--- src/rtl/pmc_pkg.sv ---
package pmc_pkg;

    localparam int NUM_IRQ = 8;
    localparam int PRIO_W  = 3;
    localparam int CSRC_W  = 3;

    typedef enum logic [1:0] {
        PM_RUN   = 2'd0,
        PM_IDLE  = 2'd1,
        PM_SLEEP = 2'd2
    } pm_mode_e;

    typedef struct packed {
        logic cpu;
        logic per;
        logic osc;
        logic lprc;
        logic fscm;
        logic bor;
    } clk_ctl_t;

    // Output decode for a given mode and configuration
    function automatic clk_ctl_t decode_ctl(pm_mode_e m, logic wdt_on,
                                            logic fscm_on, logic bor_on);
        clk_ctl_t c;
        c.cpu  = (m == PM_RUN);
        c.per  = (m != PM_SLEEP);
        c.osc  = (m != PM_SLEEP);
        c.lprc = (m != PM_SLEEP) | wdt_on;
        c.fscm = (m != PM_SLEEP) & fscm_on;
        c.bor  = bor_on;
        return c;
    endfunction

    function automatic pm_mode_e cmd_target(logic sleep_sel);
        return sleep_sel ? PM_SLEEP : PM_IDLE;
    endfunction

endpackage

--- src/rtl/pmc_wake_qual.sv ---
module pmc_wake_qual
    import pmc_pkg::*;
#(
    parameter int N  = NUM_IRQ,
    parameter int PW = PRIO_W
) (
    input  logic            clk,
    input  logic            rst,
    input  logic [N-1:0]    irq_req,
    input  logic [N-1:0]    irq_en,
    input  logic [N*PW-1:0] irq_prio,
    input  logic [PW-1:0]   cpu_prio,
    input  logic            rst_por,
    input  logic            rst_bor,
    input  logic            rst_ext,
    input  logic            wdt_wake,
    output logic            irq_wake,
    output logic            wake
);

    logic [N-1:0] hit;

    genvar gi;
    generate
        for (gi = 0; gi < N; gi++) begin : g_line
            logic [PW-1:0] lvl;
            assign lvl     = irq_prio[gi*PW +: PW];
            assign hit[gi] = irq_req[gi] & irq_en[gi] & (lvl > cpu_prio);
        end
    endgenerate

    assign irq_wake = |hit;
    assign wake     = irq_wake | rst_por | rst_bor | rst_ext | wdt_wake;


    no_unarmed_wake_chk: assert property (@(posedge clk) disable iff (rst)
        ((irq_req & irq_en) == '0) |-> !irq_wake);

endmodule

--- src/rtl/pmc_mode_fsm.sv ---
module pmc_mode_fsm
    import pmc_pkg::*;
(
    input  logic     clk,
    input  logic     rst,
    input  logic     cmd_valid,
    input  logic     cmd_sleep,
    input  logic     wake,
    output pm_mode_e mode_q
);

    pm_mode_e mode_d;

    always_comb begin
        mode_d = mode_q;
        case (mode_q)
            PM_RUN:   if (cmd_valid) mode_d = cmd_target(cmd_sleep);
            PM_IDLE,
            PM_SLEEP: if (wake) mode_d = PM_RUN;
            default:  mode_d = PM_RUN;
        endcase
    end

    always_ff @(posedge clk) begin
        if (rst) mode_q <= PM_RUN;
        else     mode_q <= mode_d;
    end


    enter_sleep_chk: assert property (@(posedge clk) disable iff (rst)
        (mode_q == PM_RUN && cmd_valid && cmd_sleep) |=> (mode_q == PM_SLEEP));


    enter_idle_chk: assert property (@(posedge clk) disable iff (rst)
        (mode_q == PM_RUN && cmd_valid && !cmd_sleep) |=> (mode_q == PM_IDLE));


    wake_to_run_chk: assert property (@(posedge clk) disable iff (rst)
        (mode_q != PM_RUN && wake) |=> (mode_q == PM_RUN));


    lp_hold_chk: assert property (@(posedge clk) disable iff (rst)
        (mode_q != PM_RUN && !wake) |=> $stable(mode_q));

endmodule

--- src/rtl/pmc_clk_ctrl.sv ---
module pmc_clk_ctrl
    import pmc_pkg::*;
#(
    parameter int CW = CSRC_W
) (
    input  logic          clk,
    input  logic          rst,
    input  pm_mode_e      mode,
    input  logic          clk_sw_en,
    input  logic [CW-1:0] cur_osc,
    input  logic [CW-1:0] dflt_osc,
    input  logic          wdt_en,
    input  logic          fscm_cfg,
    input  logic          bor_cfg,
    output clk_ctl_t      ctl,
    output logic [CW-1:0] clk_src_q
);

    logic [CW-1:0] live_src;

    assign live_src = clk_sw_en ? cur_osc : dflt_osc;
    assign ctl      = decode_ctl(mode, wdt_en, fscm_cfg, bor_cfg);

    always_ff @(posedge clk) begin
        if (rst)                clk_src_q <= '0;
        else if (mode == PM_RUN) clk_src_q <= live_src;
    end


    src_frozen_chk: assert property (@(posedge clk) disable iff (rst)
        (mode != PM_RUN) |=> $stable(clk_src_q));

endmodule

--- src/rtl/pwr_mode_ctrl.sv ---
module pwr_mode_ctrl
    import pmc_pkg::*;
(
    input  logic                      clk,
    input  logic                      rst,
    input  logic                      cmd_valid,
    input  logic                      cmd_sleep,
    input  logic [NUM_IRQ-1:0]        irq_req,
    input  logic [NUM_IRQ-1:0]        irq_en,
    input  logic [NUM_IRQ*PRIO_W-1:0] irq_prio,
    input  logic [PRIO_W-1:0]         cpu_prio,
    input  logic                      rst_por,
    input  logic                      rst_bor,
    input  logic                      rst_ext,
    input  logic                      wdt_wake,
    input  logic                      wdt_en,
    input  logic                      clk_sw_en,
    input  logic [CSRC_W-1:0]         cur_osc,
    input  logic [CSRC_W-1:0]         dflt_osc,
    input  logic                      fscm_cfg,
    input  logic                      bor_cfg,
    output logic [1:0]                pwr_mode,
    output logic                      cpu_clk_en,
    output logic                      per_clk_en,
    output logic                      osc_en,
    output logic                      lprc_en,
    output logic                      fscm_en,
    output logic                      bor_en,
    output logic [CSRC_W-1:0]         clk_src
);

    logic     irq_wake;
    logic     wake;
    pm_mode_e mode_q;
    clk_ctl_t ctl;

    pmc_wake_qual #(.N(NUM_IRQ), .PW(PRIO_W)) u_wake (
        .clk      (clk),
        .rst      (rst),
        .irq_req  (irq_req),
        .irq_en   (irq_en),
        .irq_prio (irq_prio),
        .cpu_prio (cpu_prio),
        .rst_por  (rst_por),
        .rst_bor  (rst_bor),
        .rst_ext  (rst_ext),
        .wdt_wake (wdt_wake),
        .irq_wake (irq_wake),
        .wake     (wake)
    );

    pmc_mode_fsm u_fsm (
        .clk       (clk),
        .rst       (rst),
        .cmd_valid (cmd_valid),
        .cmd_sleep (cmd_sleep),
        .wake      (wake),
        .mode_q    (mode_q)
    );

    pmc_clk_ctrl #(.CW(CSRC_W)) u_clk (
        .clk       (clk),
        .rst       (rst),
        .mode      (mode_q),
        .clk_sw_en (clk_sw_en),
        .cur_osc   (cur_osc),
        .dflt_osc  (dflt_osc),
        .wdt_en    (wdt_en),
        .fscm_cfg  (fscm_cfg),
        .bor_cfg   (bor_cfg),
        .ctl       (ctl),
        .clk_src_q (clk_src)
    );

    assign pwr_mode   = mode_q;
    assign cpu_clk_en = ctl.cpu;
    assign per_clk_en = ctl.per;
    assign osc_en     = ctl.osc;
    assign lprc_en    = ctl.lprc;
    assign fscm_en    = ctl.fscm;
    assign bor_en     = ctl.bor;


    lprc_with_wdt_chk: assert property (@(posedge clk) disable iff (rst)
        wdt_en |-> lprc_en);


    sleep_gates_all_chk: assert property (@(posedge clk) disable iff (rst)
        (pwr_mode == 2'd2) |-> !(cpu_clk_en | per_clk_en | osc_en));


    bor_kept_chk: assert property (@(posedge clk) disable iff (rst)
        bor_en == bor_cfg);

endmodule

--- config.mk ---
export PLATFORM = sky130hd
export DESIGN_NAME = pwr_mode_ctrl
export DESIGN_NICKNAME = d
export VERILOG_FILES = /design/src/rtl/pmc_pkg.sv /design/src/rtl/pmc_wake_qual.sv /design/src/rtl/pmc_mode_fsm.sv /design/src/rtl/pmc_clk_ctrl.sv /design/src/rtl/pwr_mode_ctrl.sv
export SDC_FILE = /design/constraint.sdc
export NUM_CORES = 1
export LEC_CHECK = 0
export ABC_AREA = 1
export ABC_CLOCK_PERIOD_IN_PS = 1300
export BUFFER_PORTS_ARGS = -buffer_cell sky130_fd_sc_hd__buf_2
export CORE_MARGIN = 2
export CORE_UTILIZATION = 35
export DETAILED_ROUTE_END_ITERATION = 8
export PLACE_DENSITY = 0.75
export SETUP_SLACK_MARGIN = 0.05
export SYNTH_ARGS = -nofsm -noshare
export SYNTH_HDL_FRONTEND = slang
export SYNTH_SLANG_ARGS = --single-unit
--- constraint.sdc ---
create_clock -name clk -period 1.3 [get_ports clk]
set_clock_uncertainty 0.05 [all_clocks]
set_input_delay 0 -clock clk [delete_from_list [all_inputs] [get_ports clk]]
set_output_delay 0 -clock clk [all_outputs]
set_load 0.01 [all_outputs]
==> results of run 1 <==
[cells in the mapped netlist]
cell,n,share of area
nand3_2,1,0.010
dfxtp_1,5,0.10
nand2_1,39,0.15
or2_1,1,0.0062
inv_2,4,0.015
ha_1,26,0.32
nand3b_1,4,0.030
clkinv_1,2,0.0075
o211ai_1,3,0.022
inv_1,31,0.12
a21oi_1,11,0.055
clkinv_2,1,0.0050
buf_4,2,0.015
nor2_1,5,0.019
nand2_2,2,0.012
o21ai_1,2,0.010
clkbuf_1,1,0.0037
nand3_1,18,0.090
nor2_2,2,0.012
[registers in the layout (all words and copies together) (netlist names)]
register	cells
u_clk.clk_src_q	3
u_fsm.mode_q	2
[worst max path at each step]
stage                     from               to  slack, ns  depth (start not counted)
3_5_place_dp       cpu_prio[2]  u_fsm.mode_q[0]      -0.21                         11
3_3_place_gp       cpu_prio[2]  u_fsm.mode_q[0]      -0.19                         11
4_1_cts        u_fsm.mode_q[0]  u_fsm.mode_q[1]       -0.1                          9
5_1_grt        u_fsm.mode_q[0]  u_fsm.mode_q[0]      -0.20                          9
6_report       u_fsm.mode_q[0]  u_fsm.mode_q[0]      -0.07                          9
2_1_floorplan  u_fsm.mode_q[0]  u_fsm.mode_q[0]      -0.05                          9
[power by group through the flow]
stage                     Combinational, µW  Sequential (µW)  Clock (µW)
after floorplan                         290              213           0
after global placement                  497              195           0
after detailed placement                505              196           0
after CTS                               545              195         184
after global routing                    628              199         200
final                                   544              195         176
[per-layer routing]
metal	global-route usage	vias up	wire length [µm]
li1	-	661	-
met1	0.170	488	1000
met2	0.273	40	1140
met3	0.0385	2	158
met4	0.0365	0	15
met5	0	-	0
[cell families (layout without fill, tap and decap cells)]
| kind of cell | after synthesis | count (layout) | synth area share |
|---|---|---|---|
| AOI/OAI and AO/OA | 16 | 16 | 0.0874 |
| adders and majority gates | 26 | 26 | 0.325 |
| buffers and inverters | 41 | 116 | 0.162 |
| DFF | 5 | 5 | 0.0999 |
| and+or+nand+nor | 72 | 72 | 0.326 |
[worst max-delay path: stages, from the launching register on]
cell and delay, ns:
dfxtp_4 0.35, inv_4 0.04, ha_4 0.25, nand2_2 0.05, nor2_2 0.09, nand3_2 0.09, nor2_2 0.09, nand2_2 0.09
a21oi_2 0.12, nor2_1 0.05
[metrics by stage]
step	utilization	TNS, ns	setup WS (ns)	hold slack, ns
after global placement	0.521	-0.381	-0.192	-0.0499
after detailed placement	0.521	-0.421	-0.214	-0.0499
after global routing	0.548	-0.394	-0.197	0.0125
after CTS	0.549	-0.251	-0.0993	0.00168
after floorplan	-	-0.0983	-0.0492	0.0332
final	0.548	-0.126	-0.0674	0.00406
[area by class of cell]
cell class,count,area share
flip-flops and latches,5,0.0718
inverters,38,0.0977
clock buffers,4,0.0175
repair buffers,74,0.265
well taps,31,0.0259
multi-input cells,114,0.522
[timing repair]
| action | CTS | global route |
|---|---|---|
| setup buffers | 1 | 0 |
| endpoints found under the hold margin | 1 | 0 |
| pin swaps | 3 | 2 |
| setup endpoints to repair | 4 | 6 |
| gates resized for setup | 6 | 3 |
| hold buffers | 1 | 0 |
==> flow_metrics.env, run 1 <==
export IMPL_clk_pin_slew_worst_paths_ns=0.04
export IMPL_grt_pass1_vias=1068
export IMPL_dp_cells=261
export IMPL_h_tree_depth=1
export IMPL_drt_iter0_drc=13
export IMPL_rows=19
export IMPL_start_kind="register"
export IMPL_max_freq_ghz=0.731
export IMPL_hpwl_mm=2.02
export IMPL_slew_headroom=0.830
export IMPL_avgViaCountPerCell=4.48
export IMPL_min_path_type="primary input to register"
export IMPL_pwr_density_cell_nw_per_um2=611
export IMPL_antenna_cells=0
export IMPL_insertion_delay_ns=0.24
export IMPL_status="finished, violations left"
export IMPL_grt_max_degree=11
export IMPL_clkPwrFrac=0.193
export IMPL_syn_inst=160
export IMPL_drive_gt1_frac=0.417
export IMPL_ys_seq_area_frac=0.0999
export IMPL_fin_cells=266
export IMPL_vias=1191
export IMPL_fillers=275
export IMPL_rsz0062_at_grt="yes"
export IMPL_die_x_um=57.5
export IMPL_num_io_pins=72
export IMPL_start_util=0.367
export IMPL_final_cell_mix="buf_2, nand2_1, inv_1, ha_1, nand3_1"
export IMPL_path_class="register to register"
export IMPL_cp_end_kind="register"
export IMPL_portBuffers=69
export IMPL_register_area_um2=108
export IMPL_drtPass1Iterations=4
export IMPL_worstMarginPinSlew_ns=0.255
export IMPL_worst_slack_ns=-0.0674
export IMPL_fp_dieH_um=57.5
export IMPL_grt_usage=0.149
export IMPL_ys_ff_latch=5
export IMPL_hold_viol_final=0
export IMPL_slew_viol_final=0
export IMPL_finalSetupViolCount=2
export IMPL_cts_buffer_depth=2
export IMPL_r2r_cells=9
export IMPL_gr_total_overflow=0
export IMPL_irDropWorstVdd_mv=0.582
export IMPL_p_comb_frac=0.594
export IMPL_layout_min_cycle_time_ns=1.37
export IMPL_syn_area_um2=1000
export IMPL_clkSinkCount=5
export IMPL_switching_share=0.378
export IMPL_synth_cell_types=19
export IMPL_reg2reg_from="u_fsm.mode_q[0]"
export IMPL_wl_per_cell_um=8.70
export IMPL_fin_nets=323
export IMPL_core_area_um2=2730
export IMPL_cts_inserted_buffers=3
export IMPL_placed_area_um2=1430
export IMPL_hold_start="rst"
export IMPL_maxCapViolCount=0
export IMPL_yosys_warnings=0
export IMPL_die_area_um2=3310
export IMPL_grt_pass1_wl_mm=4.00
export IMPL_syn_nets=247
export IMPL_antenna_found_initial=0
export IMPL_whs_path_depth=4
export IMPL_reg2reg_slack_ns=-0.07
export IMPL_wirelength_mm=2.31
export IMPL_hold_end="u_fsm.mode_q[0]"
export IMPL_synth_avg_cell_area_um2=6.26
export IMPL_place_congestion=0.778
export IMPL_cts_root_buf="clkbuf_4"
export IMPL_multi_input_area_um2=782
export IMPL_critPathMaxFanout=4
export IMPL_fin_area_um2=1500
export IMPL_final_common_cell="buf_2"
export IMPL_area_delta_synth_final_pct=49.6
export IMPL_violations="setup timing"
export IMPL_antenna_left=0
export IMPL_period_share=1.05
export IMPL_p_sw_uw=346
export IMPL_p_leak_uw=0.000948
export IMPL_power_total_uw=916
export IMPL_r2r_end="u_fsm.mode_q[0]"
export IMPL_cts_tree="yes"
export IMPL_pwr_share_seq=0.213
export IMPL_critPathArrivalTime_ns=1.45
export IMPL_internal_power_uw=569
export IMPL_drcViolationCount=0
export IMPL_cp_required_ns=1.38
No activity file was read; power rests on OpenSTA's default activity.
==> inputs of run 2 (changes only) <==
--- a/config.mk
+++ b/config.mk
@@ -8,10 +8,11 @@
 export ABC_AREA = 1
 export ABC_CLOCK_PERIOD_IN_PS = 1300
 export BUFFER_PORTS_ARGS = -buffer_cell sky130_fd_sc_hd__buf_2
+export CAP_MARGIN = 20
 export CORE_MARGIN = 2
 export CORE_UTILIZATION = 35
 export DETAILED_ROUTE_END_ITERATION = 8
-export PLACE_DENSITY = 0.75
+export PLACE_DENSITY = 0.77
 export SETUP_SLACK_MARGIN = 0.05
 export SYNTH_ARGS = -nofsm -noshare
 export SYNTH_HDL_FRONTEND = slang
==> run 2 against run 1 <==
Net effect:
- the flow still finishes with violations (setup timing)
- hold slack gained 0.039 ns
- sequential cell count did not move
- sequential share of layout area about the same
- count of clock-buffer cells in the layout unchanged
- largest cell class unchanged
- die area stayed put
- highest routed layer unchanged
- total power up 0.24%
- register-to-register slack hardly changed
- non-clock buffer count grew 1
- combinational power down 0.7%
- setup slack worse by 0.0020 ns
==> flow_metrics.env, run 2 (same netlist as run 1, synthesis figures left out) <==
export IMPL_status="finished, violations left"
export IMPL_violations="setup timing"
export IMPL_start_util=0.367
export IMPL_drcViolationCount=0
export IMPL_place_congestion=0.838
export IMPL_cts_tree="yes"
export IMPL_final_cell_mix="buf_2, nand2_1, inv_1, ha_1, nand3_1"
export IMPL_cpMaxStageDelayCell="dfxtp_4"
export IMPL_fp_dieH_um=57.5
export IMPL_start_kind="register"
export IMPL_pwr_density_cell_nw_per_um2=610
export IMPL_cp_required_ns=1.39
export IMPL_worst_slack_ns=-0.0694
export IMPL_reg2reg_from="u_fsm.mode_q[0]"
export IMPL_drive_gt1_frac=0.407
export IMPL_rsz0062_at_grt="yes"
export IMPL_fin_nets=324
export IMPL_die_area_um2=3310
export IMPL_antenna_found_initial=0
export IMPL_cts_root_buf="clkbuf_4"
export IMPL_antenna_cells=0
export IMPL_wl_per_cell_um=9.00
export IMPL_path_delay_family="simple AND/OR/NAND/NOR gates"
export IMPL_top_register="u_clk.clk_src_q"
export IMPL_critPathArrivalTime_ns=1.46
export IMPL_worstMarginPinSlew_ns=0.264
export IMPL_rows=19
export IMPL_reg2reg_slack_ns=-0.07
export IMPL_cp_end_kind="register"
export IMPL_pre_cts_ws_ns=-0.205
export IMPL_core_area_um2=2730
export IMPL_drtPass1Iterations=2
export IMPL_hold_start="dflt_osc[0]"
export IMPL_cts_buffer_depth=2
export IMPL_period_share=1.05
export IMPL_h_tree_depth=1
export IMPL_num_io_pins=72
export IMPL_vias=1192
export IMPL_critical_path_cell_chain="inv_4 -> ha_4 -> nand2_1 -> nor2_1 -> nand3_2 -> nor2_2 -> nand2_2 -> a21oi_2 -> nor2_1"
export IMPL_wl_met1_mm=1.05
export IMPL_grt_max_degree=11
export IMPL_die_x_um=57.5
export IMPL_slew_viol_final=0
export IMPL_hold_viol_final=0
export IMPL_critPathMaxFanout=4
export IMPL_critPathMaxStageDelay_ns=0.35
export IMPL_hold_end="u_clk.clk_src_q[0]"
export IMPL_largest_register_ffs=3
export IMPL_slew_headroom=0.824
export IMPL_final_core_util=0.550
export IMPL_dr_max_layer_used="met4"
export IMPL_clk_pin_slew_worst_paths_ns=0.05
export IMPL_grt_pass1_wl_mm=3.93
export IMPL_cts_inserted_buffers=3
export IMPL_fillers=288
export IMPL_drt_iter0_drc=15
export IMPL_wl_met3_um=158
export IMPL_portBuffers=69
export IMPL_insertion_delay_ns=0.25
export IMPL_crit_top_cell="nor2_1"
export IMPL_hpwl_mm=2.10
export IMPL_wl_met2_mm=1.16
export IMPL_finalSetupViolCount=2
export IMPL_gr_total_overflow=0
export IMPL_r2r_end="u_fsm.mode_q[0]"
export IMPL_min_path_type="primary input to register"
export IMPL_grt_pass1_vias=1013
export IMPL_reg_largest_list="u_clk.clk_src_q (3), u_fsm.mode_q (2)"
export IMPL_cp_buffers_inverters=1
export IMPL_wirelength_mm=2.40
export IMPL_irDropWorstVdd_mv=0.491
export IMPL_r2r_cells=9
export IMPL_max_freq_ghz=0.730
export IMPL_dp_cells=261
export IMPL_maxCapViolCount=0
export IMPL_p_leak_uw=0.000952
export IMPL_antenna_left=0
export IMPL_area_delta_synth_final_pct=50.1
export IMPL_layout_min_cycle_time_ns=1.37
export IMPL_fin_cells=267
export IMPL_path_class="register to register"
export IMPL_grt_usage=0.152
export IMPL_clkSinkCount=5
export IMPL_avgViaCountPerCell=4.46
export IMPL_whs_path_depth=5
export IMPL_final_common_cell="buf_2"
[run 2: cell types whose count changed in the layout (fill, tap and decap cells not counted)]
cell and delta:
nor2_1 +1, nand2_1 +1, nor2_2 -1, nand2_2 -1
dlygate4sd3_1 +1
[run 2: worst register-to-register path, stage by stage, from the launching register on]
cell,delay [ns]
dfxtp_4,0.35
inv_4,0.04
ha_4,0.24
nand2_1,0.04
nor2_1,0.10
nand3_2,0.09
nor2_2,0.09
nand2_2,0.09
a21oi_2,0.12
nor2_1,0.05
[run 2: per-stage QoR]
stage	instance area (µm²)	total power (µW)	TNS (ns)	hold slack, ns
after floorplan	1020	503	-0.0983	0.0332
after global placement	1430	692	-0.381	-0.0497
after detailed placement	1430	705	-0.408	-0.0497
after CTS	1490	925	-0.233	0.0358
after global routing	1500	1020	-0.369	0.0475
final	1500	918	-0.137	0.0427
[run 2: where the power goes]
group / internal [µW] / switching [µW]
clock network: 116 / 67.7
logic: 271 / 268
registers: 181 / 13.3
total: 569 / 349
[run 2: layout make-up]
type                    instances  area, µm²  area share
repair buffers                 75        408       0.271
clock buffers                   4       26.3      0.0175
flip-flops and latches          5        108      0.0715
inverters                      38        146      0.0973
well taps                      31       38.8      0.0258
multi-input cells             114        777       0.517
[run 2: worst max-delay path by stage]
stage	cells past startpoint	slack [ns]	start	end
5_1_grt	9	-0.19	u_fsm.mode_q[1]	u_fsm.mode_q[0]
6_report	9	-0.07	u_fsm.mode_q[0]	u_fsm.mode_q[0]
3_3_place_gp	11	-0.19	cpu_prio[2]	u_fsm.mode_q[0]
3_5_place_dp	11	-0.20	cpu_prio[2]	u_fsm.mode_q[0]
2_1_floorplan	9	-0.05	u_fsm.mode_q[0]	u_fsm.mode_q[0]
4_1_cts	9	-0.10	u_fsm.mode_q[1]	u_fsm.mode_q[1]
[run 2: what timing repair did]
item / 4_1_cts / 5_1_grt
setup buffers: 0 / 0
pin swaps: 2 / 1
endpoints found under the hold margin: 2 / 0
hold buffers: 2 / 0
gates resized for setup: 3 / 3
endpoints found under the setup margin: 4 / 6
[run 2: per-layer routing]
layer / vias to the layer above / track usage
met1: 486 / 0.182
met2: 38 / 0.273
met3: 4 / 0.0181
met4: 0 / 0.0598
met5: - / 0
li1: 664 / -
